--- src/rtl/chaser_pkg.sv ---
package chaser_pkg;
  typedef enum logic [1:0] {
    MODE_TWIST  = 2'd0,
    MODE_ROTATE = 2'd1,
    MODE_BOUNCE = 2'd2
  } chase_mode_e;

  // 2'b00 and 2'b01 both select the twisted fill/empty ring
  function automatic chase_mode_e decode_sel(input logic [1:0] sel);
    case (sel)
      2'b10:   return MODE_ROTATE;
      2'b11:   return MODE_BOUNCE;
      default: return MODE_TWIST;
    endcase
  endfunction
endpackage

--- src/rtl/chaser_prescaler.sv ---
module chaser_prescaler #(
  parameter int STEP_CYCLES = 15_000_000
) (
  input  logic clk_i,
  input  logic rst_ni,
  output logic step_o
);
  localparam int CNT_W = (STEP_CYCLES > 2) ? $clog2(STEP_CYCLES) : 1;
  localparam logic [CNT_W-1:0] LAST = CNT_W'(STEP_CYCLES - 1);

  logic [CNT_W-1:0] cnt_q;

  assign step_o = (cnt_q == LAST);

  always_ff @(posedge clk_i or negedge rst_ni) begin
    if (!rst_ni)     cnt_q <= '0;
    else if (step_o) cnt_q <= '0;
    else             cnt_q <= cnt_q + 1'b1;
  end
endmodule

--- src/rtl/chaser_next.sv ---
module chaser_next
  import chaser_pkg::*;
#(
  parameter int LED_W = 8
) (
  input  chase_mode_e      mode_i,
  input  logic [LED_W-1:0] led_i,
  input  logic             up_i,
  output logic [LED_W-1:0] led_o,
  output logic             up_o
);
  logic [LED_W-1:0] shl, shr;

  assign shl = {led_i[LED_W-2:0], 1'b0};
  assign shr = {1'b0, led_i[LED_W-1:1]};

  always_comb begin
    led_o = led_i;
    up_o  = up_i;
    unique case (mode_i)
      MODE_TWIST:  led_o = {led_i[LED_W-2:0], ~led_i[LED_W-1]};
      MODE_ROTATE: led_o = {led_i[LED_W-2:0], led_i[LED_W-1]};
      MODE_BOUNCE: begin
        if (up_i) begin
          led_o = shl;
          up_o  = ~shl[LED_W-1];
        end else begin
          led_o = shr;
          up_o  = shr[0];
        end
      end
      default: led_o = led_i;
    endcase
  end
endmodule

--- src/rtl/led_chaser.sv ---
module led_chaser
  import chaser_pkg::*;
#(
  parameter int STEP_CYCLES = 15_000_000,
  parameter int LED_W       = 8
) (
  input  logic             clk_i,
  input  logic             rst_ni,
  input  logic [1:0]       mode_i,
  output logic [LED_W-1:0] led_o
);
  localparam logic [LED_W-1:0] ONEHOT_START = LED_W'(1);

  logic             step_w;
  chase_mode_e      cur_mode, mode_q;
  logic [LED_W-1:0] led_q, led_nxt;
  logic             up_q, up_nxt;

  assign cur_mode = decode_sel(mode_i);

  chaser_prescaler #(.STEP_CYCLES(STEP_CYCLES)) u_presc (
    .clk_i (clk_i),
    .rst_ni(rst_ni),
    .step_o(step_w)
  );

  chaser_next #(.LED_W(LED_W)) u_next (
    .mode_i(mode_q),
    .led_i (led_q),
    .up_i  (up_q),
    .led_o (led_nxt),
    .up_o  (up_nxt)
  );

  always_ff @(posedge clk_i or negedge rst_ni) begin
    if (!rst_ni) begin
      led_q  <= '0;
      up_q   <= 1'b1;
      mode_q <= MODE_TWIST;
    end else if (step_w) begin
      if (cur_mode != mode_q) begin
        // reload a legal start state instead of advancing
        mode_q <= cur_mode;
        up_q   <= 1'b1;
        led_q  <= (cur_mode == MODE_TWIST) ? '0 : ONEHOT_START;
      end else begin
        led_q <= led_nxt;
        up_q  <= up_nxt;
      end
    end
  end

  assign led_o = led_q;
endmodule

--- config.mk ---
export PLATFORM = sky130hd
export DESIGN_NAME = led_chaser
export DESIGN_NICKNAME = d
export VERILOG_FILES = /design/src/rtl/chaser_pkg.sv /design/src/rtl/chaser_prescaler.sv /design/src/rtl/chaser_next.sv /design/src/rtl/led_chaser.sv
export SDC_FILE = /design/constraint.sdc
export NUM_CORES = 1
export LEC_CHECK = 0
export ABC_AREA = 1
export BUFFER_PORTS_ARGS = -buffer_cell sky130_fd_sc_hd__buf_4
export CAP_MARGIN = 20
export CORE_UTILIZATION = 49
export DETAILED_ROUTE_END_ITERATION = 10
export GPL_ROUTABILITY_DRIVEN = 0
export PLACE_DENSITY = 0.73
export SLEW_MARGIN = 20
export SYNTH_ARGS = -nofsm -noshare
export SYNTH_HDL_FRONTEND = slang
export SYNTH_SLANG_ARGS = --single-unit
--- constraint.sdc ---
create_clock -name clk_i -period 1.4 [get_ports clk_i]
set_input_delay 0.14 -clock clk_i [delete_from_list [all_inputs] [get_ports clk_i]]
set_output_delay 0.14 -clock clk_i [all_outputs]
set_load 0.005 [all_outputs]
# Word-level counts from Yosys, hierarchy flattened
# Cells that the tools add are included.
# totals
regBits	35
latch_bits	0
mem_bits_rw	0
mem_bits_ro	0
wordCells	29
n_memories	0
# op_classes
n_addsub	1
multipliers	0
n_div	0
order_cmp	0
n_eq_ne	6
n_shift	0
n_mux	9
n_bitwise	2
n_reduce_logical	7
# ops
cell	n
adder 24 x 1 -> 24 bit (second input constant)	1
equality test 24 bit (second input constant)	1
two-way mux 24 bit	1
case mux 8 bit (3 select lines)	1
two-way mux 8 bit	2
equality test 2 bit (second input constant)	3
AND reduction 2 bit	3
logical NOT 2 bit	2
two-way mux 1 bit	4
case mux 2 bit (2 select lines)	1
nonzero test 4 bit	1
equality test 2 x 1 -> 1 bit (second input constant)	1
!= test 2 bit	1
NOT 1 bit	2
nonzero test 2 bit	1

# Logic depth before layout (Yosys ltp)
# Gate-level depths: netlist of the first run.
# depth
depth_word	5
ltp_mapped	10
mapped_depth_nobuf	10

# Cells and area by module
# Synthesis of the first run repeated with hierarchy kept, for this count alone.
# hier_totals
cells_unflattened	339
area_unflattened_um2	2282.2
# by_module_without_submodules
mod	n_inst	cells_per_inst	area_each_um2
chaser_prescaler	1	203	1447.6
led_chaser	1	61	509.2
chaser_next	1	75	325.3

# Least setup slack after synthesis of the first run
# No wires, ideal clock.
# synth_path
kind	register -> register
start	register u_presc.cnt_q[0]
end	register led_q[0] (netlist: led_o[0])
setup_ps	120
t_arrival_ps	1371
required_time_ps	1280
slack_ps	-91
path_stages_with_launch	10
n_path_buf	1
synth_period_minus_slack_ps	1491
cell_sequence	dfrtp_1 -> ha_1 -> nand3_2 -> nor2_4 -> nand3_2 -> nor2_4 -> buf_6 -> nand2_4 -> nand2_1 -> nand2_1
# synth_between
elab_chain_len	2
# synth_rtl
element	line	rtl
start, declared	chaser_prescaler.sv:11	logic [CNT_W-1:0] cnt_q;
start signal, assigned	chaser_prescaler.sv:18	else cnt_q <= cnt_q + 1'b1;
equality test 24 bit	chaser_prescaler.sv:13	assign step_o = (cnt_q == LAST);
AND reduction 2 bit (no source line)	n/a	
end signal, assigned	led_chaser.sv:45	led_q <= (cur_mode == MODE_TWIST) ? '0 : ONEHOT_START;
end signal, assigned	led_chaser.sv:47	led_q <= led_nxt;
end, declared	led_chaser.sv:16	logic [LED_W-1:0] led_q, led_nxt;
# Every way passes these cells.
# A chain may end at the register's enable or synchronous reset.

# Worst setup path in the final report of the first run
# layout_path
start	register u_presc.cnt_q[9]
end	register led_q[0] (netlist: led_o[0])
# Same word-level chain as after synthesis.

==> results of run 1 <==
-- registers in the layout, summed over array words and instances (netlist names) --
register,count
u_presc.cnt_q,24
up_q,1
led_o,8
mode_q,2
-- per-stage QoR --
step	setup WS, ns	cell area (µm²)	hold slack [ns]	util [%]	power, mW
after floorplan	-0.00940	2410	-0.156	-	1.05
after global placement	-0.0622	2880	0.119	64.0	1.09
after detailed placement	-0.0881	2880	0.123	64.0	1.10
after CTS	-0.0635	3080	0.250	68.4	1.91
after global routing	-0.169	3230	0.300	71.6	1.96
final	-0.0429	3230	0.261	71.6	1.89
-- metal layers --
layer,routed length [µm],track usage [%]
met1,2880,34.2
met2,2620,36.9
met3,222,4.50
met4,160,7.19
met5,0,0
-- worst max-delay path, stage by stage, from the launching register on --
cell and delay [ns]:
sky130_fd_sc_hd__dfrtp_1 0.42, sky130_fd_sc_hd__nor2_1 0.14, sky130_fd_sc_hd__and2_1 0.13, sky130_fd_sc_hd__nand3_1 0.12, sky130_fd_sc_hd__nor2_4 0.18, sky130_fd_sc_hd__buf_12 0.15
sky130_fd_sc_hd__nand2_4 0.07, sky130_fd_sc_hd__nand2_1 0.06, sky130_fd_sc_hd__nand2_1 0.05
-- cells by family after synthesis --
| family | after synthesis | synth area share, % |
|---|---|---|
| AOI/OAI and AO/OA | 10 | 2.16 |
| xor gates and xnor gates | 9 | 3.33 |
| and+or+nand+nor | 256 | 46.3 |
| adders and majority gates | 4 | 2.11 |
| DFF | 35 | 37.0 |
| buffers and inverters | 54 | 9.13 |
-- cell type report --
| class | instances | share of cell area, % |
|---|---|---|
| Multi-Input combinational cell | 279 | 44.5 |
| Sequential cell | 35 | 27.3 |
| Timing Repair Buffer | 68 | 17.1 |
| Inverter | 50 | 5.97 |
| Clock buffer | 8 | 3.10 |
| Tap cell | 52 | 2.02 |
-- repair_timing --
item,CTS,global route
endpoints found under the setup margin,16,33
buffers inserted,7,4
resized for setup,7,44
pin swaps,4,17
hold buffers,1,0
hold endpoints to repair,34,0
-- worst min path at each step --
stage	depth (start not counted)	startpoint	slack (ns)	endpoint
after floorplan	0	rst_ni	-0.16	led_o[0]$_DFFE_PN0P_
after global placement	1	rst_ni	0.12	u_presc.cnt_q[16]$_DFF_PN0_
final	4	mode_i[0]	0.26	mode_q[1]$_DFFE_PN0P_
after global routing	4	mode_i[0]	0.30	mode_q[1]$_DFFE_PN0P_
after CTS	4	mode_i[0]	0.25	mode_q[1]$_DFFE_PN0P_
after detailed placement	1	rst_ni	0.12	u_presc.cnt_q[16]$_DFF_PN0_
-- where the power goes --
part | internal [mW] | switching [mW] | total (mW)
logic | 0.0209 | 0.0479 | 0.0688
clock network | 0.449 | 0.357 | 0.806
registers | 1.01 | 0 | 1.01
total | 1.48 | 0.405 | 1.89
-- synth_stat cells (2+ instances only) --
cell                       instances  area share (%)
sky130_fd_sc_hd__inv_1            49             7.8
sky130_fd_sc_hd__dfrtp_1          34              36
sky130_fd_sc_hd__or2_2             3            0.79
sky130_fd_sc_hd__xor2_1            6             2.2
sky130_fd_sc_hd__nand3_1          32             6.8
sky130_fd_sc_hd__nor2_4            3             1.4
sky130_fd_sc_hd__o21ai_0           3            0.63
sky130_fd_sc_hd__a21oi_1           6             1.3
sky130_fd_sc_hd__nand3_2           3             1.3
sky130_fd_sc_hd__xnor2_1           3             1.1
sky130_fd_sc_hd__nor2_1           83              13
sky130_fd_sc_hd__ha_1              4             2.1
sky130_fd_sc_hd__buf_2             2            0.42
sky130_fd_sc_hd__nand3b_1          2            0.63
sky130_fd_sc_hd__nor3_1            3            0.63
sky130_fd_sc_hd__nand2_1         118              19
sky130_fd_sc_hd__nand4_1           3            0.79
==> flow_summary.html, run 1 <==
<table>
<tr><th>Metric</th><th>Value</th></tr>
<tr><th colspan="2">Status</th></tr>
<tr><td>Outcome</td><td>complete, but fails checks</td></tr>
<tr><td>Failing checks</td><td>setup timing</td></tr>
<tr><th colspan="2">CTS</th></tr>
<tr><td>Total number of H-tree levels</td><td>2</td></tr>
<tr><td>CTS Buffer Depth</td><td>2</td></tr>
<tr><td>Total clock sinks</td><td>35</td></tr>
<tr><td>Clock network latency to the later pin of the worst-skew pair</td><td>0.29 ns</td></tr>
<tr><td>Clock slew at the register clock pins of the worst setup and hold paths</td><td>0.07 ns</td></tr>
<tr><td>Clock root buffer</td><td>sky130_fd_sc_hd__clkbuf_8</td></tr>
<tr><td>Clock tree from TritonCTS</td><td>done</td></tr>
<tr><td>Inserted Clock Buffers</td><td>5</td></tr>
<tr><th colspan="2">Global route</th></tr>
<tr><td>Largest net degree at the start of global routing</td><td>36</td></tr>
<tr><td>Via count of the first global-routing pass</td><td>2182</td></tr>
<tr><td>Initial antenna violation count</td><td>0</td></tr>
<tr><td>Global-route usage over all layers</td><td>23.9%</td></tr>
<tr><td>Total overflow reported by the global router</td><td>0</td></tr>
<tr><td>Wire length of the first global-routing pass</td><td>9670 µm</td></tr>
<tr><th colspan="2">Synthesis</th></tr>
<tr><td>Number of register bits inferred by synthesis</td><td>35</td></tr>
<tr><td>Total nets after synthesis</td><td>376</td></tr>
<tr><td>Mapped Avg Cell Area</td><td>6.44 µm²</td></tr>
<tr><td>Number of flops mapped to enable cells by yosys</td><td>0</td></tr>
<tr><td>Synthesized cell area</td><td>0.00237 mm²</td></tr>
<tr><td>Synth warn</td><td>0</td></tr>
<tr><td>Async set-reset flop share out of synthesis</td><td>100%</td></tr>
<tr><td>Leading register cell type out of synthesis</td><td>sky130_fd_sc_hd__dfrtp_1</td></tr>
<tr><td>Number of distinct standard cells referenced by the synthesized netlist</td><td>28</td></tr>
<tr><td>Synthesized instance count</td><td>368</td></tr>
<tr><td>Portion of the post-synthesis area used by sequential elements</td><td>37.0%</td></tr>
<tr><th colspan="2">Floorplanning</th></tr>
<tr><td>CORE AREA</td><td>0.00450 mm²</td></tr>
<tr><td>Number of placed I/O pins</td><td>12</td></tr>
<tr><td>Die H</td><td>71.5 µm</td></tr>
<tr><td>Die ar.</td><td>0.00512 mm²</td></tr>
<tr><td>Chip Width</td><td>71.5 µm</td></tr>
<tr><td>Row count</td><td>24</td></tr>
<tr><td>Starting density of the core</td><td>52.6%</td></tr>
<tr><th colspan="2">Placement</th></tr>
<tr><td>Total instance count after detailed placement</td><td>472</td></tr>
<tr><td>Post-detailed-placement half-perimeter wirelength</td><td>4300 µm</td></tr>
<tr><td>I/O Buffers</td><td>11</td></tr>
<tr><th colspan="2">Layout</th></tr>
<tr><td>Synth-to-Final Area Change</td><td>36.1%</td></tr>
<tr><td>Commonest non-fill, non-tap cell in the layout</td><td>sky130_fd_sc_hd__nand2_1</td></tr>
<tr><td>Total area of sequential cells</td><td>880 µm²</td></tr>
<tr><td>Fillers</td><td>378</td></tr>
<tr><td>Most used cells in the layout excluding fill and tap cells</td><td>106 x sky130_fd_sc_hd__nand2_1, 63 x sky130_fd_sc_hd__nor2_1, 61 x sky130_fd_sc_hd__buf_4</td></tr>
<tr><td>Number of diodes</td><td>0</td></tr>
<tr><td>Fraction of final layout cells with drive strength greater than 1</td><td>29.5%</td></tr>
<tr><td>Multi-input logic area</td><td>0.00144 mm²</td></tr>
<tr><td>Layout net count</td><td>447</td></tr>
<tr><td>Final cell count without fillers</td><td>492</td></tr>
<tr><th colspan="2">Timing</th></tr>
<tr><td>Final worst-path cycle share</td><td>103%</td></tr>
<tr><td>Unrepaired setup endpoints after global routing</td><td>yes</td></tr>
<tr><td>Final critical-path required period</td><td>1.44 ns</td></tr>
<tr><td>Post-route clock skew</td><td>0.0101 ns</td></tr>
<tr><td>Transition at the pin with the smallest max-transition slack</td><td>0.440 ns</td></tr>
<tr><td>Summed negative setup slack over all endpoints</td><td>-0.391 ns</td></tr>
<tr><td>Relative slew margins</td><td>70.6%</td></tr>
<tr><td>Final Max Slew Viols</td><td>0</td></tr>
<tr><td>Final setup fails</td><td>18</td></tr>
<tr><td>Fmax</td><td>693 MHz</td></tr>
<tr><td>Final setup margin</td><td>-0.0429 ns</td></tr>
<tr><td>Count of endpoints failing hold in the final timing report</td><td>0</td></tr>
<tr><th colspan="2">Critical path</th></tr>
<tr><td>Number of cells traversed by the worst register-to-register path</td><td>8</td></tr>
<tr><td>Critical path capture point type</td><td>register</td></tr>
<tr><td>Flop2flop setup slack</td><td>-0.04 ns</td></tr>
<tr><td>Required arrival time at the worst endpoint</td><td>1.57 ns</td></tr>
<tr><td>Source of the critical timing path</td><td>u_presc.cnt_q[9]$_DFF_PN0_</td></tr>
<tr><td>Destination of the worst register-to-register timing path</td><td>led_o[0]$_DFFE_PN0P_</td></tr>
<tr><td>Critical setup path kind</td><td>register to register</td></tr>
<tr><td>Worst reg2reg path startpoint</td><td>u_presc.cnt_q[9]$_DFF_PN0_</td></tr>
<tr><td>Arrival time at the worst endpoint</td><td>1.62 ns</td></tr>
<tr><td>Worst setup path end</td><td>led_o[0]$_DFFE_PN0P_</td></tr>
<tr><td>Largest fanout on the critical path</td><td>10</td></tr>
<tr><td>Kind of start point of the critical path</td><td>register</td></tr>
<tr><th colspan="2">Drt</th></tr>
<tr><td>Average wire per standard cell</td><td>12.0 µm</td></tr>
<tr><td>Vias/cell</td><td>4.97</td></tr>
<tr><td>Number of optimization iterations in the first detailed-route pass</td><td>4</td></tr>
<tr><td>Number of vias after detailed routing</td><td>2446</td></tr>
<tr><td>Total DRC errors in the routed layout</td><td>0</td></tr>
<tr><td>1st-iter DRT viols</td><td>159</td></tr>
<tr><td>WL final</td><td>5880 µm</td></tr>
<tr><td>Antenna Nets Post-Route</td><td>0</td></tr>
<tr><th colspan="2">Power</th></tr>
<tr><td>Leak</td><td>1.56 nW</td></tr>
<tr><td>Worst vdd rail ir drop</td><td>0.488 mV</td></tr>
<tr><td>Power density over cell area</td><td>584 mW/mm²</td></tr>
<tr><th colspan="2">Min path</th></tr>
<tr><td>Hold Crit Class</td><td>primary input to register</td></tr>
<tr><th colspan="2">Flow run</th></tr>
<tr><td>Total of max-cap violations</td><td>0</td></tr>
</table>
(Power assumes the default switching activity.)
==> inputs of run 2 (changes only) <==
--- a/config.mk
+++ b/config.mk
@@ -5,7 +5,6 @@
 export SDC_FILE = /design/constraint.sdc
 export NUM_CORES = 1
 export LEC_CHECK = 0
-export ABC_AREA = 1
 export BUFFER_PORTS_ARGS = -buffer_cell sky130_fd_sc_hd__buf_4
 export CAP_MARGIN = 20
 export CORE_UTILIZATION = 49
==> flow_summary.html, run 2 <==
<table>
<tr><th>Metric</th><th>Value</th></tr>
<tr><th colspan="2">Status</th></tr>
<tr><td>Outcome</td><td>complete, but fails checks (unchanged)</td></tr>
<tr><td>Failing checks</td><td>setup timing (unchanged)</td></tr>
<tr><th colspan="2">Layout</th></tr>
<tr><td>Final design utilization</td><td>85.3% (was 71.6%)</td></tr>
<tr><td>Layout net count</td><td>303 (was 447)</td></tr>
<tr><td>Commonest non-fill, non-tap cell in the layout</td><td>sky130_fd_sc_hd__buf_4 (was sky130_fd_sc_hd__nand2_1)</td></tr>
<tr><td>Top reg by flops</td><td>u_presc.cnt_q (unchanged)</td></tr>
<tr><td>Flip-flop count of the largest register, all copies and words added</td><td>24 (unchanged)</td></tr>
<tr><td>Fraction of final layout cells with drive strength greater than 1</td><td>53.0% (was 29.5%)</td></tr>
<tr><td>Most used cells in the layout excluding fill and tap cells</td><td>68 x sky130_fd_sc_hd__buf_4, 34 x sky130_fd_sc_hd__dfrtp_1, 20 x sky130_fd_sc_hd__buf_6 (was 106 x sky130_fd_sc_hd__nand2_1, 63 x sky130_fd_sc_hd__nor2_1, 61 x sky130_fd_sc_hd__buf_4)</td></tr>
<tr><td>Number of diodes</td><td>0 (unchanged)</td></tr>
<tr><td>Synth-to-Final Area Change</td><td>62.0% (was 36.1%)</td></tr>
<tr><th colspan="2">Synthesis</th></tr>
<tr><td>Commonest cells in the netlist</td><td>34 x sky130_fd_sc_hd__dfrtp_1, 21 x sky130_fd_sc_hd__nand2_1, 13 x sky130_fd_sc_hd__a21oi_1, 11 x sky130_fd_sc_hd__nor2_1, 11 x sky130_fd_sc_hd__xor2_1 (was 118 x sky130_fd_sc_hd__nand2_1, 83 x sky130_fd_sc_hd__nor2_1, 49 x sky130_fd_sc_hd__inv_1, 34 x sky130_fd_sc_hd__dfrtp_1, 32 x sky130_fd_sc_hd__nand3_1)</td></tr>
<tr><td>Synthesized cell area</td><td>0.00199 mm² (was 0.00237 mm²)</td></tr>
<tr><td>Synth Area in Adders</td><td>2.52% (was 2.11%)</td></tr>
<tr><td>Number of register bits inferred by synthesis</td><td>35 (unchanged)</td></tr>
<tr><td>Synth warn</td><td>0 (unchanged)</td></tr>
<tr><td>Library cell with the highest instance count after synthesis</td><td>sky130_fd_sc_hd__dfrtp_1 (was sky130_fd_sc_hd__nand2_1)</td></tr>
<tr><td>Portion of the post-synthesis area used by sequential elements</td><td>44.1% (was 37.0%)</td></tr>
<tr><td>Area share of the largest cell type after synthesis</td><td>42.8% (was 35.9%)</td></tr>
<tr><td>XOR/XNOR share of the synthesized area</td><td>6.61% (was 3.33%)</td></tr>
<tr><td>Total nets after synthesis</td><td>210 (was 376)</td></tr>
<tr><td>Ranking of synthesized cells by area</td><td>sky130_fd_sc_hd__dfrtp_1 43%, sky130_fd_sc_hd__xor2_1 4.8%, sky130_fd_sc_hd__mux2_2 4.5% (was sky130_fd_sc_hd__dfrtp_1 36%, sky130_fd_sc_hd__nand2_1 19%, sky130_fd_sc_hd__nor2_1 13%)</td></tr>
<tr><td>Mux share of post-synthesis cell area</td><td>6.11% (was 0%)</td></tr>
<tr><td>Fraction of the mapped netlist area in compound gates</td><td>9.76% (was 2.16%)</td></tr>
<tr><td>Dominant combinational cell family by area after synthesis</td><td>simple AND/OR/NAND/NOR gates (unchanged)</td></tr>
<tr><td>Dominant cell type by area after synthesis</td><td>sky130_fd_sc_hd__dfrtp_1 (unchanged)</td></tr>
<tr><td>Leading register cell type out of synthesis</td><td>sky130_fd_sc_hd__dfrtp_1 (unchanged)</td></tr>
<tr><td>Number of distinct standard cells referenced by the synthesized netlist</td><td>40 (was 28)</td></tr>
<tr><td>Synthesized instance count</td><td>202 (was 368)</td></tr>
<tr><td>Mapped Avg Cell Area</td><td>9.84 µm² (was 6.44 µm²)</td></tr>
<tr><td>Simple logic cell fraction of the synthesized area</td><td>28.8% (was 46.3%)</td></tr>
<tr><td>Number of flops mapped to enable cells by yosys</td><td>0 (unchanged)</td></tr>
<tr><td>Async set-reset flop share out of synthesis</td><td>100% (unchanged)</td></tr>
<tr><th colspan="2">Critical path</th></tr>
<tr><td>Number of cells traversed by the worst register-to-register path</td><td>7 (was 8)</td></tr>
<tr><td>Source of the critical timing path</td><td>mode_q[1]$_DFFE_PN0P_ (was u_presc.cnt_q[9]$_DFF_PN0_)</td></tr>
<tr><td>Largest stage delay, worst path</td><td>0.41 ns (was 0.42 ns)</td></tr>
<tr><td>Critical Path, Cell by Cell</td><td>buf_4, inv_1, ha_1, and3b_1, o21ai_0, a21oi_1, mux2_2 (was nor2_1, and2_1, nand3_1, nor2_4, buf_12, nand2_4, nand2_1, nand2_1)</td></tr>
<tr><td>Slowest cell on the critical path</td><td>sky130_fd_sc_hd__dfrtp_1 (unchanged)</td></tr>
<tr><td>Largest fanout on the critical path</td><td>9 (was 10)</td></tr>
<tr><td>Required arrival time at the worst endpoint</td><td>1.58 ns (was 1.57 ns)</td></tr>
<tr><td>Critical path capture point type</td><td>register (unchanged)</td></tr>
<tr><td>Destination of the worst register-to-register timing path</td><td>led_o[4]$_DFFE_PN0P_ (was led_o[0]$_DFFE_PN0P_)</td></tr>
<tr><td>Worst reg2reg path startpoint</td><td>mode_q[1]$_DFFE_PN0P_ (was u_presc.cnt_q[9]$_DFF_PN0_)</td></tr>
<tr><td>Critical setup path kind</td><td>register to register (unchanged)</td></tr>
<tr><td>Flop2flop setup slack</td><td>-0.60 ns (was -0.04 ns)</td></tr>
<tr><td>Kind of start point of the critical path</td><td>register (unchanged)</td></tr>
<tr><td>Arrival time at the worst endpoint</td><td>2.18 ns (was 1.62 ns)</td></tr>
<tr><td>Worst setup path end</td><td>led_o[4]$_DFFE_PN0P_ (was led_o[0]$_DFFE_PN0P_)</td></tr>
<tr><th colspan="2">Floorplanning</th></tr>
<tr><td>CORE AREA</td><td>0.00377 mm² (was 0.00450 mm²)</td></tr>
<tr><td>Row count</td><td>22 (was 24)</td></tr>
<tr><td>Starting density of the core</td><td>52.7% (was 52.6%)</td></tr>
<tr><td>Die H</td><td>65.7 µm (was 71.5 µm)</td></tr>
<tr><td>Die ar.</td><td>0.00431 mm² (was 0.00512 mm²)</td></tr>
<tr><td>Number of placed I/O pins</td><td>12 (unchanged)</td></tr>
<tr><td>Chip Width</td><td>65.7 µm (was 71.5 µm)</td></tr>
<tr><th colspan="2">Global route</th></tr>
<tr><td>Largest net degree at the start of global routing</td><td>36 (unchanged)</td></tr>
<tr><td>Layer carrying the most global-route usage</td><td>met2 (unchanged)</td></tr>
<tr><td>Initial antenna violation count</td><td>0 (unchanged)</td></tr>
<tr><td>Total overflow reported by the global router</td><td>0 (unchanged)</td></tr>
<tr><td>Global routing met3 resource utilization</td><td>6.08% (was 4.50%)</td></tr>
<tr><td>Wire length of the first global-routing pass</td><td>9920 µm (was 9670 µm)</td></tr>
<tr><td>Via count of the first global-routing pass</td><td>2071 (was 2182)</td></tr>
<tr><td>Global-route usage over all layers</td><td>31.1% (was 23.9%)</td></tr>
<tr><td>Fraction of met1 tracks used by global routing</td><td>37.9% (was 34.2%)</td></tr>
<tr><td>Met2 usage in global routing</td><td>51.7% (was 36.9%)</td></tr>
<tr><th colspan="2">Timing</th></tr>
<tr><td>Fmax</td><td>500 MHz (was 693 MHz)</td></tr>
<tr><td>Count of endpoints failing hold in the final timing report</td><td>0 (unchanged)</td></tr>
<tr><td>Transition at the pin with the smallest max-transition slack</td><td>0.451 ns (was 0.440 ns)</td></tr>
<tr><td>Final critical-path required period</td><td>2.00 ns (was 1.44 ns)</td></tr>
<tr><td>Final Max Slew Viols</td><td>0 (unchanged)</td></tr>
<tr><td>Final setup margin</td><td>-0.600 ns (was -0.0429 ns)</td></tr>
<tr><td>Unrepaired setup endpoints after global routing</td><td>yes (unchanged)</td></tr>
<tr><td>Relative slew margins</td><td>69.9% (was 70.6%)</td></tr>
<tr><td>Final worst-path cycle share</td><td>143% (was 103%)</td></tr>
<tr><td>Post-route clock skew</td><td>0.00462 ns (was 0.0101 ns)</td></tr>
<tr><td>Summed negative setup slack over all endpoints</td><td>-11.41 ns (was -0.391 ns)</td></tr>
<tr><td>Final setup fails</td><td>33 (was 18)</td></tr>
<tr><th colspan="2">Min path</th></tr>
<tr><td>Hold Crit Class</td><td>primary input to register (unchanged)</td></tr>
<tr><th colspan="2">Placement</th></tr>
<tr><td>Placement Setup Slack</td><td>-0.514 ns (was -0.0881 ns)</td></tr>
<tr><td>I/O Buffers</td><td>11 (unchanged)</td></tr>
<tr><td>Post-detailed-placement half-perimeter wirelength</td><td>3740 µm (was 4300 µm)</td></tr>
<tr><th colspan="2">Power</th></tr>
<tr><td>Leak</td><td>1.54 nW (was 1.56 nW)</td></tr>
<tr><td>Worst vdd rail ir drop</td><td>0.823 mV (was 0.488 mV)</td></tr>
<tr><td>Power density over cell area</td><td>642 mW/mm² (was 584 mW/mm²)</td></tr>
<tr><td>Power consumption</td><td>2.07 mW (was 1.89 mW)</td></tr>
<tr><th colspan="2">CTS</th></tr>
<tr><td>Clock network latency to the later pin of the worst-skew pair</td><td>0.29 ns (about the same)</td></tr>
<tr><td>Clock slew at the register clock pins of the worst setup and hold paths</td><td>0.07 ns (about the same)</td></tr>
<tr><td>Clock root buffer</td><td>sky130_fd_sc_hd__clkbuf_8 (unchanged)</td></tr>
<tr><td>Inserted Clock Buffers</td><td>5 (unchanged)</td></tr>
<tr><td>Total clock sinks</td><td>35 (unchanged)</td></tr>
<tr><td>Total number of H-tree levels</td><td>2 (unchanged)</td></tr>
<tr><td>Clock tree from TritonCTS</td><td>done (unchanged)</td></tr>
<tr><td>CTS Buffer Depth</td><td>2 (unchanged)</td></tr>
<tr><th colspan="2">Drt</th></tr>
<tr><td>Total DRC errors in the routed layout</td><td>0 (unchanged)</td></tr>
<tr><td>1st-iter DRT viols</td><td>156 (was 159)</td></tr>
<tr><td>WL final</td><td>7490 µm (was 5880 µm)</td></tr>
<tr><td>Vias/cell</td><td>6.21 (was 4.97)</td></tr>
<tr><td>Antenna Nets Post-Route</td><td>0 (unchanged)</td></tr>
<tr><td>Average wire per standard cell</td><td>21.8 µm (was 12.0 µm)</td></tr>
<tr><td>Number of vias after detailed routing</td><td>2137 (was 2446)</td></tr>
<tr><td>Number of optimization iterations in the first detailed-route pass</td><td>4 (unchanged)</td></tr>
<tr><th colspan="2">Flow run</th></tr>
<tr><td>Total of max-cap violations</td><td>0 (unchanged)</td></tr>
</table>
-- run 2: changes by cell type in the layout (fill, tap and decap cells not counted), moves of 5 or more --
cell / change
sky130_fd_sc_hd__nor2_1: -60
sky130_fd_sc_hd__o21ai_0: +7
sky130_fd_sc_hd__buf_4: +7
sky130_fd_sc_hd__buf_6: +16
sky130_fd_sc_hd__nor2_2: -12
sky130_fd_sc_hd__nand2_2: -13
sky130_fd_sc_hd__inv_1: -40
sky130_fd_sc_hd__mux2_2: +8
sky130_fd_sc_hd__nand3_1: -29
sky130_fd_sc_hd__and2_1: +5
sky130_fd_sc_hd__and4_4: +5
sky130_fd_sc_hd__nand2_1: -88
sky130_fd_sc_hd__and3b_1: +6
-- run 2: worst max-delay path, delay by kind of cell (launching register included) --
kind | cells | cell delay (ns)
flip-flops | 1 | 0.41
adder cells (fa/ha/maj) | 1 | 0.34
AO/OA/AOI/OAI | 2 | 0.39
multiplexers | 1 | 0.29
buffers and inverters | 2 | 0.24
AND/OR/NAND/NOR | 1 | 0.22
-- run 2: cells by family after synthesis --
kind of cell	after synthesis
AND/OR/NAND/NOR	95
buffers and inverters	10
multiplexers	11
flip-flops	35
AO/OA/AOI/OAI	32
XOR/XNOR	15
adder cells (fa/ha/maj)	4
-- run 2: final cells by class --
class,count,area [µm²]
clock inverters,2,35.0
multi-input cells,157,1380
repair buffers,90,761
flip-flops and latches,35,877
inverters,6,22.5
clock buffers,6,82.6
well taps,48,60.1
fillers,175,553
-- run 2: report_power, final --
part	switching, mW	internal (mW)
logic	0.0403	0.0355
registers	0.0127	1.02
clock network	0.380	0.576
-- run 2: worst min path at each step --
stage	startpoint	endpoint	slack, ns	cells after the start
floorplan	rst_ni	led_o[0]$_DFFE_PN0P_	-0.16	0
CTS	mode_i[0]	mode_q[0]$_DFFE_PN0P_	0.24	4
global route	mode_i[0]	mode_q[0]$_DFFE_PN0P_	0.31	4
detailed placement	rst_ni	u_presc.cnt_q[20]$_DFF_PN0_	0.12	1
finish	mode_i[0]	mode_q[0]$_DFFE_PN0P_	0.30	4
global placement	rst_ni	u_presc.cnt_q[20]$_DFF_PN0_	0.11	1
-- run 2: layer usage --
metal / routed length [µm] / up-vias / share of wire, %
li1: - / 929 / -
met5: 0 / - / 0
met1: 2860 / 1056 / 38
met2: 3740 / 110 / 50
met4: 425 / 0 / 5.7
met3: 463 / 42 / 6.2
-- run 2: timing repair --
item	4_1_cts	5_1_grt
pin swaps	26	17
cloned	1	0
setup endpoints to repair	31	33
hold buffers	1	0
endpoints found under the hold margin	34	0
setup buffers	10	10
gates resized for setup	51	33
-- run 2: through the flow --
step           instance area (µm²)  cells  hold WS [ns]
6_report                      3220    344         0.302
3_3_place_gp                  2610    318         0.113
2_1_floorplan                 2040    202        -0.156
5_1_grt                       3220    344         0.308
3_5_place_dp                  2610    318         0.119
4_1_cts                       3030    337         0.236
==> inputs of run 3 (changes only) <==
--- a/config.mk
+++ b/config.mk
@@ -6,11 +6,11 @@
 export NUM_CORES = 1
 export LEC_CHECK = 0
 export BUFFER_PORTS_ARGS = -buffer_cell sky130_fd_sc_hd__buf_4
-export CAP_MARGIN = 20
-export CORE_UTILIZATION = 49
+export CAP_MARGIN = 10
+export CORE_UTILIZATION = 45
 export DETAILED_ROUTE_END_ITERATION = 10
 export GPL_ROUTABILITY_DRIVEN = 0
-export PLACE_DENSITY = 0.73
+export PLACE_DENSITY = 0.68
 export SLEW_MARGIN = 20
 export SYNTH_ARGS = -nofsm -noshare
 export SYNTH_HDL_FRONTEND = slang
==> flow_summary.html, run 3 (synthesized netlist as in run 2, its figures left out) <==
<table>
<tr><th>Metric</th><th>Value</th></tr>
<tr><th colspan="2">Status</th></tr>
<tr><td>Outcome</td><td>complete, but fails checks (unchanged)</td></tr>
<tr><td>Failing checks</td><td>setup timing (unchanged)</td></tr>
<tr><th colspan="2">Layout</th></tr>
<tr><td>Most used cells in the layout excluding fill and tap cells</td><td>62 x sky130_fd_sc_hd__buf_4, 33 x sky130_fd_sc_hd__dfrtp_1, 18 x sky130_fd_sc_hd__nand2_1 (was 68 x sky130_fd_sc_hd__buf_4, 34 x sky130_fd_sc_hd__dfrtp_1, 20 x sky130_fd_sc_hd__buf_6)</td></tr>
<tr><td>Layout net count</td><td>294 (was 303)</td></tr>
<tr><td>Number of diodes</td><td>0 (unchanged)</td></tr>
<tr><td>Flip-flop count of the largest register, all copies and words added</td><td>24 (unchanged)</td></tr>
<tr><td>Top reg by flops</td><td>u_presc.cnt_q (unchanged)</td></tr>
<tr><td>Final cell count without fillers</td><td>337 (was 344)</td></tr>
<tr><td>Commonest non-fill, non-tap cell in the layout</td><td>sky130_fd_sc_hd__buf_4 (unchanged)</td></tr>
<tr><td>Fraction of final layout cells with drive strength greater than 1</td><td>48.8% (was 53.0%)</td></tr>
<tr><td>Synth-to-Final Area Change</td><td>54.8% (was 62.0%)</td></tr>
<tr><th colspan="2">Min path</th></tr>
<tr><td>Hold Crit Class</td><td>primary input to register (unchanged)</td></tr>
<tr><th colspan="2">CTS</th></tr>
<tr><td>Total clock sinks</td><td>35 (unchanged)</td></tr>
<tr><td>Total number of H-tree levels</td><td>2 (unchanged)</td></tr>
<tr><td>CTS Buffer Depth</td><td>2 (unchanged)</td></tr>
<tr><td>Clock root buffer</td><td>sky130_fd_sc_hd__clkbuf_8 (unchanged)</td></tr>
<tr><td>Clock network latency to the later pin of the worst-skew pair</td><td>0.29 ns (about the same)</td></tr>
<tr><td>Clock slew at the register clock pins of the worst setup and hold paths</td><td>0.07 ns (about the same)</td></tr>
<tr><td>Clock tree from TritonCTS</td><td>done (unchanged)</td></tr>
<tr><td>Inserted Clock Buffers</td><td>5 (unchanged)</td></tr>
<tr><th colspan="2">Drt</th></tr>
<tr><td>1st-iter DRT viols</td><td>73 (was 156)</td></tr>
<tr><td>Antenna Nets Post-Route</td><td>0 (unchanged)</td></tr>
<tr><td>Number of vias after detailed routing</td><td>1888 (was 2137)</td></tr>
<tr><td>Total DRC errors in the routed layout</td><td>0 (unchanged)</td></tr>
<tr><td>Vias/cell</td><td>5.60 (was 6.21)</td></tr>
<tr><td>WL final</td><td>5260 µm (was 7490 µm)</td></tr>
<tr><td>Average wire per standard cell</td><td>15.6 µm (was 21.8 µm)</td></tr>
<tr><td>Number of optimization iterations in the first detailed-route pass</td><td>4 (unchanged)</td></tr>
<tr><th colspan="2">Critical path</th></tr>
<tr><td>Worst reg2reg path startpoint</td><td>mode_q[0]$_DFFE_PN0P_ (was mode_q[1]$_DFFE_PN0P_)</td></tr>
<tr><td>Number of cells traversed by the worst register-to-register path</td><td>5 (was 7)</td></tr>
<tr><td>Kind of start point of the critical path</td><td>register (unchanged)</td></tr>
<tr><td>Critical setup path kind</td><td>register to register (unchanged)</td></tr>
<tr><td>Source of the critical timing path</td><td>mode_q[0]$_DFFE_PN0P_ (was mode_q[1]$_DFFE_PN0P_)</td></tr>
<tr><td>Destination of the worst register-to-register timing path</td><td>led_o[3]$_DFFE_PN0P_ (was led_o[4]$_DFFE_PN0P_)</td></tr>
<tr><td>Critical path capture point type</td><td>register (unchanged)</td></tr>
<tr><td>Arrival time at the worst endpoint</td><td>2.04 ns (was 2.18 ns)</td></tr>
<tr><td>Largest fanout on the critical path</td><td>5 (was 9)</td></tr>
<tr><td>Flop2flop setup slack</td><td>-0.46 ns (was -0.60 ns)</td></tr>
<tr><td>Worst setup path end</td><td>led_o[3]$_DFFE_PN0P_ (was led_o[4]$_DFFE_PN0P_)</td></tr>
<tr><td>Required arrival time at the worst endpoint</td><td>1.58 ns (about the same)</td></tr>
<tr><th colspan="2">Timing</th></tr>
<tr><td>Transition at the pin with the smallest max-transition slack</td><td>0.448 ns (was 0.451 ns)</td></tr>
<tr><td>Final setup margin</td><td>-0.464 ns (was -0.600 ns)</td></tr>
<tr><td>Relative slew margins</td><td>70.1% (was 69.9%)</td></tr>
<tr><td>Final Max Slew Viols</td><td>0 (unchanged)</td></tr>
<tr><td>Fmax</td><td>536 MHz (was 500 MHz)</td></tr>
<tr><td>Summed negative setup slack over all endpoints</td><td>-8.13 ns (was -11.41 ns)</td></tr>
<tr><td>Worst hold slack</td><td>0.253 ns (was 0.302 ns)</td></tr>
<tr><td>Final worst-path cycle share</td><td>133% (was 143%)</td></tr>
<tr><td>Post-route clock skew</td><td>0.00542 ns (was 0.00462 ns)</td></tr>
<tr><td>Final setup fails</td><td>32 (was 33)</td></tr>
<tr><td>Unrepaired setup endpoints after global routing</td><td>yes (unchanged)</td></tr>
<tr><td>Count of endpoints failing hold in the final timing report</td><td>0 (unchanged)</td></tr>
<tr><td>Final critical-path required period</td><td>1.86 ns (was 2.00 ns)</td></tr>
<tr><th colspan="2">Power</th></tr>
<tr><td>Portion of total power attributed to combinational logic</td><td>4.0% (was 3.7%)</td></tr>
<tr><td>Leak</td><td>1.48 nW (was 1.54 nW)</td></tr>
<tr><td>Switching share of power</td><td>21.1% (was 21.0%)</td></tr>
<tr><td>Part of the power in the clock network</td><td>42.0% (was 46.3%)</td></tr>
<tr><td>Worst vdd rail ir drop</td><td>0.623 mV (was 0.823 mV)</td></tr>
<tr><td>Internal cell power</td><td>1.51 mW (was 1.63 mW)</td></tr>
<tr><td>Net switching component of the power</td><td>0.403 mW (was 0.433 mW)</td></tr>
<tr><td>Sequential Power Share</td><td>54.0% (was 50.0%)</td></tr>
<tr><td>Power density over cell area</td><td>622 mW/mm² (was 642 mW/mm²)</td></tr>
<tr><td>Power consumption</td><td>1.91 mW (was 2.07 mW)</td></tr>
<tr><th colspan="2">Global route</th></tr>
<tr><td>Global-route usage over all layers</td><td>24.4% (was 31.1%)</td></tr>
<tr><td>Total overflow reported by the global router</td><td>0 (unchanged)</td></tr>
<tr><td>Largest net degree at the start of global routing</td><td>36 (unchanged)</td></tr>
<tr><td>Via count of the first global-routing pass</td><td>1790 (was 2071)</td></tr>
<tr><td>Wire length of the first global-routing pass</td><td>8170 µm (was 9920 µm)</td></tr>
<tr><td>Initial antenna violation count</td><td>0 (unchanged)</td></tr>
<tr><th colspan="2">Placement</th></tr>
<tr><td>Placement Setup Slack</td><td>-0.439 ns (was -0.514 ns)</td></tr>
<tr><td>I/O Buffers</td><td>11 (unchanged)</td></tr>
<tr><td>Post-detailed-placement half-perimeter wirelength</td><td>3310 µm (was 3740 µm)</td></tr>
<tr><td>Total instance count after detailed placement</td><td>315 (was 318)</td></tr>
<tr><th colspan="2">Floorplanning</th></tr>
<tr><td>Chip Width</td><td>68.5 µm (was 65.7 µm)</td></tr>
<tr><td>CORE AREA</td><td>0.00412 mm² (was 0.00377 mm²)</td></tr>
<tr><td>Starting density of the core</td><td>48.3% (was 52.7%)</td></tr>
<tr><td>Number of placed I/O pins</td><td>12 (unchanged)</td></tr>
<tr><td>Row count</td><td>23 (was 22)</td></tr>
<tr><td>Die ar.</td><td>0.00469 mm² (was 0.00431 mm²)</td></tr>
<tr><td>Die H</td><td>68.5 µm (was 65.7 µm)</td></tr>
<tr><th colspan="2">Flow run</th></tr>
<tr><td>Total of max-cap violations</td><td>0 (unchanged)</td></tr>
</table>
-- run 3: changes by cell type in the layout (fill, tap and decap cells not counted), moves of 3 or more --
cell | before | now
sky130_fd_sc_hd__buf_4 | 68 | 62
sky130_fd_sc_hd__buf_6 | 20 | 17
sky130_fd_sc_hd__mux2_2 | 8 | 1
sky130_fd_sc_hd__mux2_4 | 0 | 8
sky130_fd_sc_hd__nor2_1 | 3 | 9
sky130_fd_sc_hd__nor2_2 | 3 | 0
sky130_fd_sc_hd__nor2_4 | 5 | 2
-- run 3: how the worst min path moves through the flow --
| stage | start | endpoint | slack, ns | depth (start not counted) |
|---|---|---|---|---|
| floorplan | rst_ni | led_o[0]$_DFFE_PN0P_ | -0.16 | 0 |
| global placement | rst_ni | u_presc.cnt_q[15]$_DFF_PN0_ | 0.12 | 1 |
| detailed placement | rst_ni | u_presc.cnt_q[15]$_DFF_PN0_ | 0.12 | 1 |
| CTS | mode_i[0] | mode_q[0]$_DFFE_PN0P_ | 0.24 | 4 |
| global route | mode_i[0] | mode_q[0]$_DFFE_PN0P_ | 0.26 | 4 |
| finish | mode_i[0] | mode_q[0]$_DFFE_PN0P_ | 0.25 | 4 |
-- run 3: power groups by stage --
stage	clock network, mW	registers (mW)	logic [mW]
after global placement	0	1.05	0.0677
after CTS	0.812	1.03	0.0757
after global routing	0.854	1.03	0.0863
after floorplan	0	1.05	0.0161
after detailed placement	0	1.05	0.0688
final	0.804	1.03	0.0757
-- run 3: per-stage QoR --
stage / util, % / area, µm²
after CTS: 69.8 / 2870
after global placement: 62.6 / 2570
after floorplan: - / 2040
after detailed placement: 62.6 / 2570
final: 74.8 / 3080
after global routing: 74.8 / 3080
-- run 3: area by class of cell --
class	count	area, µm²
flip-flops and latches	35	878
multi-input cells	157	1330
inverters	6	22.5
repair buffers	81	682
fillers	261	1040
well taps	50	62.6
clock buffers	8	100
-- run 3: timing repair --
| item | in CTS | in global routing |
|---|---|---|
| setup endpoints to repair | 31 | 32 |
| hold buffers | 1 | 0 |
| buffers inserted | 6 | 11 |
| gates resized for setup | 37 | 35 |
| hold endpoints to repair | 34 | 0 |
| pin swaps | 11 | 12 |
-- run 3: worst max-delay path, cell delays in order, from the launching register on --
cell	delay, ns
sky130_fd_sc_hd__dfrtp_1	0.39
sky130_fd_sc_hd__and4b_4	0.22
sky130_fd_sc_hd__or3_4	0.40
sky130_fd_sc_hd__a211oi_4	0.27
sky130_fd_sc_hd__buf_6	0.17
sky130_fd_sc_hd__mux2_4	0.30
-- run 3: layer usage --
metal	vias to the layer above	global-route usage (%)	share of wire, %	wire length (µm)
met5	-	0	0	0
met4	0	10.7	2.0	107
met3	12	4.83	2.8	149
met2	25	40.0	50	2610
met1	947	31.1	45	2390
li1	904	-	-	-
